`src/rtl/cs_dec_pkg.sv`:
```
package cs_dec_pkg;

    // Decoded receiver status flags
    typedef struct packed {
        logic pro;
        logic copy;
        logic orig;
    } cs_flags_t;

endpackage

```
`src/rtl/cs_bit_capture.sv`:
```
module cs_bit_capture #(
    parameter int CAP_BITS = 16
) (
    input  logic                clk,
    input  logic                rst_n,
    input  logic                frame_valid,
    input  logic                blk_start,
    input  logic                sel_b,
    input  logic                cs_a,
    input  logic                cs_b,
    output logic                cap_done,
    output logic [CAP_BITS-1:0] cap_word
);

    localparam int IDX_W = (CAP_BITS > 1) ? $clog2(CAP_BITS) : 1;
    localparam logic [IDX_W-1:0] LAST_IDX = IDX_W'(CAP_BITS - 1);

    typedef struct packed {
        logic                active;
        logic                sel;
        logic [IDX_W-1:0]    idx;
        logic [CAP_BITS-1:0] word;
        logic                done;
    } cap_state_t;

    cap_state_t st_d, st_q;
    logic       pick_bit;
    logic       first_bit;

    always_comb begin
        st_d      = st_q;
        st_d.done = 1'b0;
        pick_bit  = st_q.sel ? cs_b : cs_a;
        first_bit = sel_b ? cs_b : cs_a;
        if (frame_valid) begin
            if (blk_start) begin
                st_d.active  = 1'b1;
                st_d.sel     = sel_b;
                st_d.word    = '0;
                st_d.word[0] = first_bit;
                st_d.idx     = IDX_W'(1);
            end else if (st_q.active) begin
                st_d.word[st_q.idx] = pick_bit;
                if (st_q.idx == LAST_IDX) begin
                    st_d.active = 1'b0;
                    st_d.done   = 1'b1;
                    st_d.idx    = '0;
                end else begin
                    st_d.idx = st_q.idx + 1'b1;
                end
            end
        end
    end

    always_ff @(posedge clk or negedge rst_n) begin
        if (!rst_n) begin
            st_q <= '0;
        end else begin
            st_q <= st_d;
        end
    end

    assign cap_done = st_q.done;
    assign cap_word = st_q.word;

endmodule

```
`src/rtl/cs_field_decode.sv`:
```
module cs_field_decode
    import cs_dec_pkg::*;
#(
    parameter int CAP_BITS = 16,
    parameter int PRO_POS  = 0,
    parameter int COPY_POS = 2,
    parameter int CAT_LSB  = 8,
    parameter int GEN_POS  = 15,
    parameter int GRP_W    = 3,
    parameter logic [(1<<GRP_W)-1:0] INV_GROUP_MASK = 8'h86
) (
    input  logic [CAP_BITS-1:0] word,
    output cs_flags_t           flags
);

    logic [GRP_W-1:0] grp;
    logic             inv;
    logic             pro;
    logic             unused_bits;

    // First category bit on the wire is the group MSB
    for (genvar g = 0; g < GRP_W; g++) begin : g_grp
        assign grp[GRP_W-1-g] = word[CAT_LSB+g];
    end

    always_comb begin
        pro         = word[PRO_POS];
        inv         = INV_GROUP_MASK[grp];
        flags.pro   = pro;
        flags.copy  = !pro && word[COPY_POS];
        flags.orig  = !pro && (word[GEN_POS] ^ inv);
        unused_bits = ^word;
    end

endmodule

```
`src/rtl/cs_status_decoder.sv`:
```
module cs_status_decoder
    import cs_dec_pkg::*;
#(
    parameter int PRO_POS  = 0,
    parameter int COPY_POS = 2,
    parameter int CAT_LSB  = 8,
    parameter int GEN_POS  = 15,
    parameter int GRP_W    = 3,
    parameter logic [(1<<GRP_W)-1:0] INV_GROUP_MASK = 8'h86
) (
    input  logic clk,
    input  logic rst_n,
    input  logic frame_valid,
    input  logic blk_start,
    input  logic sel_b,
    input  logic cs_a,
    input  logic cs_b,
    output logic stat_pro,
    output logic stat_copy,
    output logic stat_orig,
    output logic stat_upd
);

    localparam int CAP_BITS = GEN_POS + 1;

    typedef struct packed {
        cs_flags_t flags;
        logic      upd;
    } stat_reg_t;

    logic                cap_done;
    logic [CAP_BITS-1:0] cap_word;
    cs_flags_t           dec_flags;
    stat_reg_t           st_d, st_q;

    cs_bit_capture #(
        .CAP_BITS (CAP_BITS)
    ) i_capture (
        .clk         (clk),
        .rst_n       (rst_n),
        .frame_valid (frame_valid),
        .blk_start   (blk_start),
        .sel_b       (sel_b),
        .cs_a        (cs_a),
        .cs_b        (cs_b),
        .cap_done    (cap_done),
        .cap_word    (cap_word)
    );

    cs_field_decode #(
        .CAP_BITS       (CAP_BITS),
        .PRO_POS        (PRO_POS),
        .COPY_POS       (COPY_POS),
        .CAT_LSB        (CAT_LSB),
        .GEN_POS        (GEN_POS),
        .GRP_W          (GRP_W),
        .INV_GROUP_MASK (INV_GROUP_MASK)
    ) i_decode (
        .word  (cap_word),
        .flags (dec_flags)
    );

    always_comb begin
        st_d     = st_q;
        st_d.upd = cap_done;
        if (cap_done) begin
            st_d.flags = dec_flags;
        end
    end

    always_ff @(posedge clk or negedge rst_n) begin
        if (!rst_n) begin
            st_q <= '0;
        end else begin
            st_q <= st_d;
        end
    end

    assign stat_pro  = st_q.flags.pro;
    assign stat_copy = st_q.flags.copy;
    assign stat_orig = st_q.flags.orig;
    assign stat_upd  = st_q.upd;

endmodule

```
`config.mk`:
```
export PLATFORM = sky130hd
export DESIGN_NAME = cs_status_decoder
export DESIGN_NICKNAME = d
export VERILOG_FILES = /design/src/rtl/cs_dec_pkg.sv /design/src/rtl/cs_bit_capture.sv /design/src/rtl/cs_field_decode.sv /design/src/rtl/cs_status_decoder.sv
export SDC_FILE = /design/constraint.sdc
export NUM_CORES = 1
export LEC_CHECK = 0
export BUFFER_PORTS_ARGS = -buffer_cell sky130_fd_sc_hd__buf_2
export CORE_ASPECT_RATIO = 0.6
export CORE_MARGIN = 2
export CORE_UTILIZATION = 35
export DETAILED_ROUTE_END_ITERATION = 7
export PLACE_DENSITY = 0.58
export SETUP_SLACK_MARGIN = 0.4
export SYNTH_ARGS = -nofsm -noshare
export SYNTH_HDL_FRONTEND = slang
export SYNTH_SLANG_ARGS = --single-unit
export TNS_END_PERCENT = 5
```
`constraint.sdc`:
```
create_clock -name clk -period 2.3 [get_ports clk]
set_clock_uncertainty 0.2 [all_clocks]
set_input_delay 0.23 -clock clk [delete_from_list [all_inputs] [get_ports clk]]
set_output_delay 0.23 -clock clk [all_outputs]
set_load 0.03 [all_outputs]
```
==> results of run 1 <==
[cell families (layout without fill, tap and decap cells)]
group	count (synthesis)	after routing	share of synthesized area (%)
DFF	17	17	45.39
xor gates and xnor gates	1	1	0.9348
muxes	6	6	6.809
adders and majority gates	5	5	6.676
buffers and inverters	8	20	4.271
and+or+nand+nor	34	34	19.89
AOI/OAI and AO/OA	21	21	16.02
[repair_timing]
action                     in CTS  in global routing
resized for setup               0                  3
hold endpoints to repair       17                  0
setup endpoints to repair       0                  1
hold buffers                    1                  0
[area by class of cell]
class	instances	area, sq um	area share [%]
Multi-Input combinational cell	67	478.0	44.52
Inverter	4	15.01	1.399
Clock inverter	1	5.005	0.4662
Timing Repair Buffer	12	67.56	6.294
Tap cell	32	40.04	3.730
Clock buffer	3	41.29	3.846
Sequential cell	17	426.7	39.74
[worst paths after layout]
path,from,end,depth (start not counted)
max,i_capture.st_q[17],i_capture.cap_word[0],6
min,sel_b,i_capture.st_q[21],2
max reg2reg,i_capture.st_q[17],i_capture.cap_word[0],6
min reg2reg,i_capture.cap_done,stat_upd,0
max in group asynchronous,rst_n,i_capture.st_q[17],2
min in group asynchronous,rst_n,i_capture.st_q[19],2
[sequential cells by signal, summed over array words and instances, names as in the netlist]
register / count
i_capture.cap_done: 1
i_capture.cap_word: 6
i_capture.st_q: 6
stat_copy: 1
stat_orig: 1
stat_pro: 1
stat_upd: 1
[cells in the mapped netlist, types with 2 or more instances]
cell / count / share of area, %
o21ai_0: 3 / 1.6
mux2_2: 3 / 3.6
nand2_1: 11 / 4.4
o21ai_1: 4 / 2.1
nand3_1: 3 / 1.6
inv_1: 4 / 1.6
nor3_1: 3 / 1.6
o2bb2ai_1: 2 / 1.9
nor2_1: 6 / 2.4
ha_1: 5 / 6.7
nand4b_1: 2 / 1.9
a21oi_1: 4 / 2.1
dfrtp_1: 17 / 45
buf_2: 2 / 1.1
mux2i_1: 3 / 3.2
[layer usage]
| layer | global-route usage (%) | vias up | part of all wire (%) |
|---|---|---|---|
| li1 | - | 359 | - |
| met1 | 22.43 | 326 | 56 |
| met2 | 16.26 | 20 | 38 |
| met3 | 4.784 | 0 | 5.8 |
| met4 | 2.264 | 0 | 0 |
| met5 | 0 | - | 0 |
[metrics by stage]
step           instances  worst slack [ns]  total power (uW)  instance area, sq um
6_report             136            0.4961             713.7                  1074
5_1_grt              136            0.4132             762.5                  1074
4_1_cts              136            0.4367             715.9                  1066
3_5_place_dp         131            0.4507             488.1                  1010
3_3_place_gp         131            0.5795             482.9                  1010
2_1_floorplan         92            0.6327             452.7                 937.1
[critical path, cell delays in order (launching register included)]
cell       delay (ns)
dfrtp_2          0.45
inv_1            0.10
ha_1             0.19
nor3b_4          0.23
o2111ai_2        0.17
a221oi_2         0.27
nor4_2           0.08
[report_power, final]
part	internal, uW	switching, uW
logic	62.2	66.2
registers	325	36.2
clock network	120	104
==> results.ini, run 1 <==
[worst_hold_path]
min_path_type = input pin to register

[sta]
fin_crit_sh_pct = 78.43
finalMaxSlewViolations = 0
tns_ns = 0
setup_viol = 0
period_minus_slack_ns = 1.804
tightest_slew_ns = 0.4478
max_freq_ghz = 0.5544
slew_headroom_pct = 69.29
hold_violations = 0
rsz0062_at_grt = false
holdWs_ns = 0.05743

[floorplan]
dieWidth_um = 70.80
die-area_sq_um = 3121
initial_core_util_pct = 37.15
num_rows = 14
die_h_um = 44.08
core_sq_um = 2522
pin_count = 11

[synthesis]
synthArstFlopShare_pct = 100.0
synth_edf_count = 0
synth.distinct_cells = 35
synth_seq_area_share_pct = 45.39
ys.warnings.count = 0
mappedNetlistArea_sq_um = 937.1
syn_nets = 104
synth-main-ff-cell = dfrtp_1
syn_avg_cell_area_sq_um = 10.19
synthCells = 92
synth-seq-cells = 17

[routing]
drtIter0Drc = 99
vias_per_cell = 5.184
ant_nets = 0
wl_per_cell_um = 13.96
wirelength_um = 1898
vias = 705
firstDrtPassIters = 4
drc = 0

[clock_tree]
cts_tree = built
clockRootBuffer = clkbuf_8
clkLatencyLatePin_ns = 0.25
path_clk_slew_ns = 0.07
cts.sinks = 17
cts_buffer_depth = 2
post-cts-setup-buffers = 0
htreeDepth = 1
cts_buffers = 3

[run_status]
status = complete, no violations

[global_route]
grt_pass1_vias = 611
track_usage_pct = 13.50
grt_max_degree = 18
antenna_found_initial = 0
overflow = 0
grt_pass1_wl_um = 3153

[power_and_ir_drop]
power_density_nw_per_um2 = 664.8
peakVddDrop_uv = 258.1
p_leak_uw = 0.0005067

[finish]
final_cell_mix = dfrtp_1, nand2_1, buf_2, nor2_1, ha_1
layout_commonest_cell = dfrtp_1
fin_util_pct = 42.56
nets = 117
antenna_cells = 0
drive_above_1_share_pct = 23.08
nFillCells = 253
area_growth_pct = 14.55

[setup_path]
crit_path_end_kind = register
critPathMaxFanout = 7
worstSetupStartpointType = register
crit_type = register to register
critPathArrivalTime_ns = 1.74
reg2reg_slack_ns = 0.50
required_ns = 2.23

[run]
maxCapViolCount = 0

[placed_design]
dp_hpwl_um = 1412
gp_congestion = 0.7894
io_buffer_count = 10

Power figures use the tool's default switching activity.
==> run 2, diff against run 1 <==
--- a/config.mk
+++ b/config.mk
@@ -10,7 +10,7 @@
 export CORE_MARGIN = 2
 export CORE_UTILIZATION = 35
 export DETAILED_ROUTE_END_ITERATION = 7
-export PLACE_DENSITY = 0.58
+export PLACE_DENSITY = 0.6
 export SETUP_SLACK_MARGIN = 0.4
 export SYNTH_ARGS = -nofsm -noshare
 export SYNTH_HDL_FRONTEND = slang
==> constraint.sdc (replaced) <==
create_clock -name clk -period 1.45 [get_ports clk]
set_clock_uncertainty 0.2 [all_clocks]
set_input_delay 0.145 -clock clk [delete_from_list [all_inputs] [get_ports clk]]
set_output_delay 0.145 -clock clk [all_outputs]
set_load 0.03 [all_outputs]
==> run 2 against run 1 <==
Net effect:
- the flow now finishes with violations (hold timing, setup timing)
- sequential cell count is the same
- design area grew 14%
- global-route usage grew 1.2 points
- die area is the same
- count of clock-buffer cells in the layout grew 1
- core utilization grew 6.0 points
- critical endpoint unchanged
- hold slack lost 0.092 ns
- combinational power grew 140%
- critical path type unchanged
- sequential power grew 57%
- via count grew 10%
==> results.ini, run 2 (same netlist as run 1, synthesis figures left out) <==
[finish]
fin_util_pct = 48.56
fin_area_sq_um = 1225
final-seq-area_sq_um = 425.4
nets = 130
drive_above_1_share_pct = 36.75
nFillCells = 245
layout_commonest_cell = dfrtp_1
antenna_cells = 0
multi_input_area_sq_um = 509.2
fin_cells = 149
area_growth_pct = 30.71
final_cell_mix = dfrtp_1, buf_4, nand2_1, nor2_1, buf_2

[setup_path]
cpPeakStageDelay_ns = 0.40
rr_worst_depth = 6
cpMaxStageDelayCell = dfrtp_1
crit_path_end_kind = register
crit_path_start = i_capture.st_q[18]
critPathBufInv = 1
crit_chain = inv_2 > ha_4 > nor3b_4 > o2111ai_2 > a221oi_2 > nor4_2
critPathCapture = i_capture.cap_word[0]
critPathArrivalTime_ns = 1.56
crit_type = register to register
rr_startpoint = i_capture.st_q[18]
required_ns = 1.39
crit_family = compound AO/OA/AOI/OAI gates
r2r_end = i_capture.cap_word[0]
critPathMaxFanout = 3
worstSetupStartpointType = register
reg2reg_slack_ns = -0.18
crit_cells = 6

[clock_tree]
clkLatencyLatePin_ns = 0.25
cts_buffers = 3
path_clk_slew_ns = 0.07
holdBufCountCts = 1
cts.sinks = 17
htreeDepth = 1
cts_buffer_depth = 2
cts_tree = built
clockRootBuffer = clkbuf_8

[placed_design]
dpl_cell_area_sq_um = 1100
dp_hpwl_um = 1534
dp_slack_ns = -0.2234
gp_congestion = 0.7992
io_buffer_count = 10
dp_cells = 143

[routing]
wl_per_cell_um = 14.26
ant_nets = 0
firstDrtPassIters = 4
vias_per_cell = 5.215
wirelength_um = 2124
drc = 0
vias = 777
drtIter0Drc = 53

[global_route]
overflow = 0
grt_max_degree = 18
grt_pass1_vias = 713
antenna_found_initial = 0
track_usage_pct = 14.69
grt_pass1_wl_um = 3484

[power_and_ir_drop]
power_density_nw_per_um2 = 1007
p_leak_uw = 0.0005681
peakVddDrop_uv = 496.5

[floorplan]
pin_count = 11
die-area_sq_um = 3121
initial_core_util_pct = 37.15
die_h_um = 44.08
dieWidth_um = 70.80
core_sq_um = 2522
num_rows = 14

[worst_hold_path]
holdCritStartpoint = sel_b
min_path_cells = 2
min_path_type = input pin to register

[sta]
period_minus_slack_ns = 1.625
fin_crit_sh_pct = 112.1
finalMaxSlewViolations = 0
finalWorstSetupSlack_ns = -0.1754
setup_viol = 10
tightest_slew_ns = 0.4039
max_freq_ghz = 0.6152
hold_violations = 1
holdWs_ns = -0.03487
rsz0062_at_grt = true
slew_headroom_pct = 73.08

[run_status]
status = complete, but fails checks
violations = hold timing, setup timing

[run]
maxCapViolCount = 0

==> run 2: what timing repair did <==
action | in CTS | in global routing
setup buffers | 0 | 1
endpoints found under the setup margin | 18 | 18
hold endpoints to repair | 18 | 1
resized for setup | 14 | 4
pin swaps | 3 | 3
==> run 2: power breakdown <==
group / switching [uW] / internal (uW) / total [uW]
registers: 50.5 / 514 / 565
clock network: 168 / 195 / 363
logic: 137 / 168 / 305
==> run 2: worst reg2reg max path, cell delays in order (launching register included) <==
cell and delay [ns]:
dfrtp_1 0.40, inv_2 0.09, ha_4 0.13, nor3b_4 0.21, o2111ai_2 0.15, a221oi_2 0.27
nor4_2 0.06
==> run 2: metal layers <==
metal  track usage, %  wire length (um)  up-vias
li1                 -                 -      381
met1            22.54              1107      371
met2            21.12               906       25
met3            4.784               111        0
met4            1.132                 0        0
met5                0                 0        -
==> run 2: cell type report <==
cell class / instances / share of cell area (%)
clock buffer: 4 / 3.677
multi-input combinational: 67 / 41.57
timing repair buffer: 25 / 15.53
inverter: 4 / 1.226
tap: 32 / 3.269
sequential: 17 / 34.73
==> run 2: per-stage QoR <==
step           setup TNS [ns]  total power (uW)  hold WS [ns]
2_1_floorplan         -0.3857             719.2       -0.3506
3_3_place_gp          -0.8642             828.0       -0.1112
5_1_grt                -1.742              1308      -0.02771
6_report              -0.9486              1233      -0.03487
3_5_place_dp          -0.9888             836.1       -0.1008
4_1_cts               -0.9983              1228      -0.03634
==> run 2: how the worst min path moves through the flow <==
stage	end	slack (ns)
6_report	i_capture.st_q[21]	-0.03
2_1_floorplan	i_capture.cap_done	-0.35
3_5_place_dp	i_capture.st_q[19]	-0.10
3_3_place_gp	i_capture.st_q[19]	-0.11
4_1_cts	i_capture.st_q[21]	-0.04
5_1_grt	i_capture.st_q[21]	-0.03
==> run 3, diff against run 2 <==
--- a/config.mk
+++ b/config.mk
@@ -11,6 +11,7 @@
 export CORE_UTILIZATION = 35
 export DETAILED_ROUTE_END_ITERATION = 7
 export PLACE_DENSITY = 0.6
+export RECOVER_POWER = 25
 export SETUP_SLACK_MARGIN = 0.4
 export SYNTH_ARGS = -nofsm -noshare
 export SYNTH_HDL_FRONTEND = slang
==> run 3 against run 2 <==
Net effect:
- the flow still finishes with violations (hold timing, setup timing)
- largest cell class unchanged
- wire length is the same
- design area unchanged
- worst setup slack did not move
- critical path depth did not move
- largest power group unchanged
- maximum frequency is the same
- via count did not move
- hold slack did not move
- final cell count did not move
- combinational power hardly changed
- core utilization unchanged
==> results.ini, run 3 (same netlist as run 1, synthesis figures left out) <==
[clock_tree]
htreeDepth = 1
clkLatencyLatePin_ns = 0.25
cts_buffers = 3
clockRootBuffer = clkbuf_8
holdBufCountCts = 1
path_clk_slew_ns = 0.07
cts.sinks = 17
cts_tree = built
cts_buffer_depth = 2

[floorplan]
initial_core_util_pct = 37.15
pin_count = 11
dieWidth_um = 70.80
die-area_sq_um = 3121
die_h_um = 44.08
num_rows = 14
core_sq_um = 2522

[global_route]
grt_use_met2_pct = 21.12
grt-busiest-layer = met1
grt_pass1_wl_um = 3484
track_usage_pct = 14.69
grt_max_degree = 18
grt_pass1_vias = 713
antenna_found_initial = 0
grt_use_met1_pct = 22.54
overflow = 0
global_route.usage.met3_pct = 4.784

[routing]
vias = 777
drc = 0
firstDrtPassIters = 4
ant_nets = 0
wirelength_um = 2124
wl_per_cell_um = 14.26
drtIter0Drc = 53
vias_per_cell = 5.215

[power_and_ir_drop]
power_density_nw_per_um2 = 1007
p_leak_uw = 0.0005683
peakVddDrop_uv = 496.5

[setup_path]
crit_chain = inv_2 > ha_4 > nor3b_4 > o2111ai_2 > a221oi_2 > nor4_2
cpMaxStageDelayCell = dfrtp_1
rr_startpoint = i_capture.st_q[18]
critPathBufInv = 1
crit_path_start = i_capture.st_q[18]
critPathArrivalTime_ns = 1.56
cpPeakStageDelay_ns = 0.40
crit_family = compound AO/OA/AOI/OAI gates
crit_type = register to register
worstSetupStartpointType = register
critPathMaxFanout = 3
required_ns = 1.39
crit_path_end_kind = register

[sta]
setup_viol = 10
slew_headroom_pct = 70.05
fin_crit_sh_pct = 112.1
finalMaxSlewViolations = 0
period_minus_slack_ns = 1.625
holdWs_ns = -0.03487
rsz0062_at_grt = true
tightest_slew_ns = 0.4492
tns_ns = -0.9486
max_freq_ghz = 0.6152
finalWorstSetupSlack_ns = -0.1754
hold_violations = 1

[worst_hold_path]
min_path_type = input pin to register
holdCritStartpoint = sel_b

[run_status]
violations = hold timing, setup timing
status = complete, but fails checks

[finish]
final_cell_mix = dfrtp_1, buf_4, nand2_1, nor2_1, buf_2
drive_above_1_share_pct = 36.75
nets = 130
layout_commonest_cell = dfrtp_1
antenna_cells = 0
area_growth_pct = 30.71
fin_util_pct = 48.56
fin_cells = 149

[placed_design]
dp_cells = 143
io_buffer_count = 10
dp_hpwl_um = 1534
gp_congestion = 0.7992

[run]
maxCapViolCount = 0

[run 3: cell types whose count changed in the layout (fill, tap and decap cells not counted), sizes merged]
cell    previous run  this run
buf               24        23
clkbuf             4         5
[run 3: routing by layer]
metal / up-vias / part of all wire (%)
li1: 381 / -
met1: 371 / 52
met2: 25 / 43
met3: 0 / 5.2
met4: 0 / 0
met5: - / 0
[run 3: final timing paths]
| kind | to | slack [ns] | depth (start not counted) |
|---|---|---|---|
| setup / recovery | i_capture.cap_word[0] | -0.18 | 6 |
| hold / removal | i_capture.st_q[21] | -0.03 | 2 |
| setup reg to reg | i_capture.cap_word[0] | -0.18 | 6 |
| hold reg to reg | stat_upd | 0.28 | 0 |
| max in group asynchronous | i_capture.st_q[20] | 0.58 | 2 |
| min in group asynchronous | i_capture.st_q[19] | 0.16 | 2 |
[run 3: final cells by class]
cell class	instances	area [sq um]
Sequential cell	17	425.4
Fill cell	245	1297
Timing Repair Buffer	25	190.2
Inverter	4	15.01
Clock buffer	4	45.04
Tap cell	32	40.04
Multi-Input combinational cell	67	509.2
[run 3: stage by stage]
stage	hold slack, ns	power (uW)	area (sq um)	setup WS [ns]
2_1_floorplan	-0.3506	719.2	937.1	-0.1632
3_3_place_gp	-0.1112	828.0	1100	-0.2065
5_1_grt	-0.02771	1308	1225	-0.2685
4_1_cts	-0.03634	1228	1205	-0.2103
3_5_place_dp	-0.1008	836.1	1100	-0.2234
6_report	-0.03487	1233	1225	-0.1754
[run 3: where the power goes]
part | internal (uW) | switching [uW]
logic | 168 | 137
registers | 514 | 50.5
clock network | 195 | 168
[run 3: what timing repair did]
action                                  in CTS  in global routing
buffers inserted                             0                  1
endpoints found under the setup margin      18                 18
endpoints found under the hold margin       18                  1
pin swaps                                    3                  3
gates cloned                                 0                  0
resized for setup                           14                  4
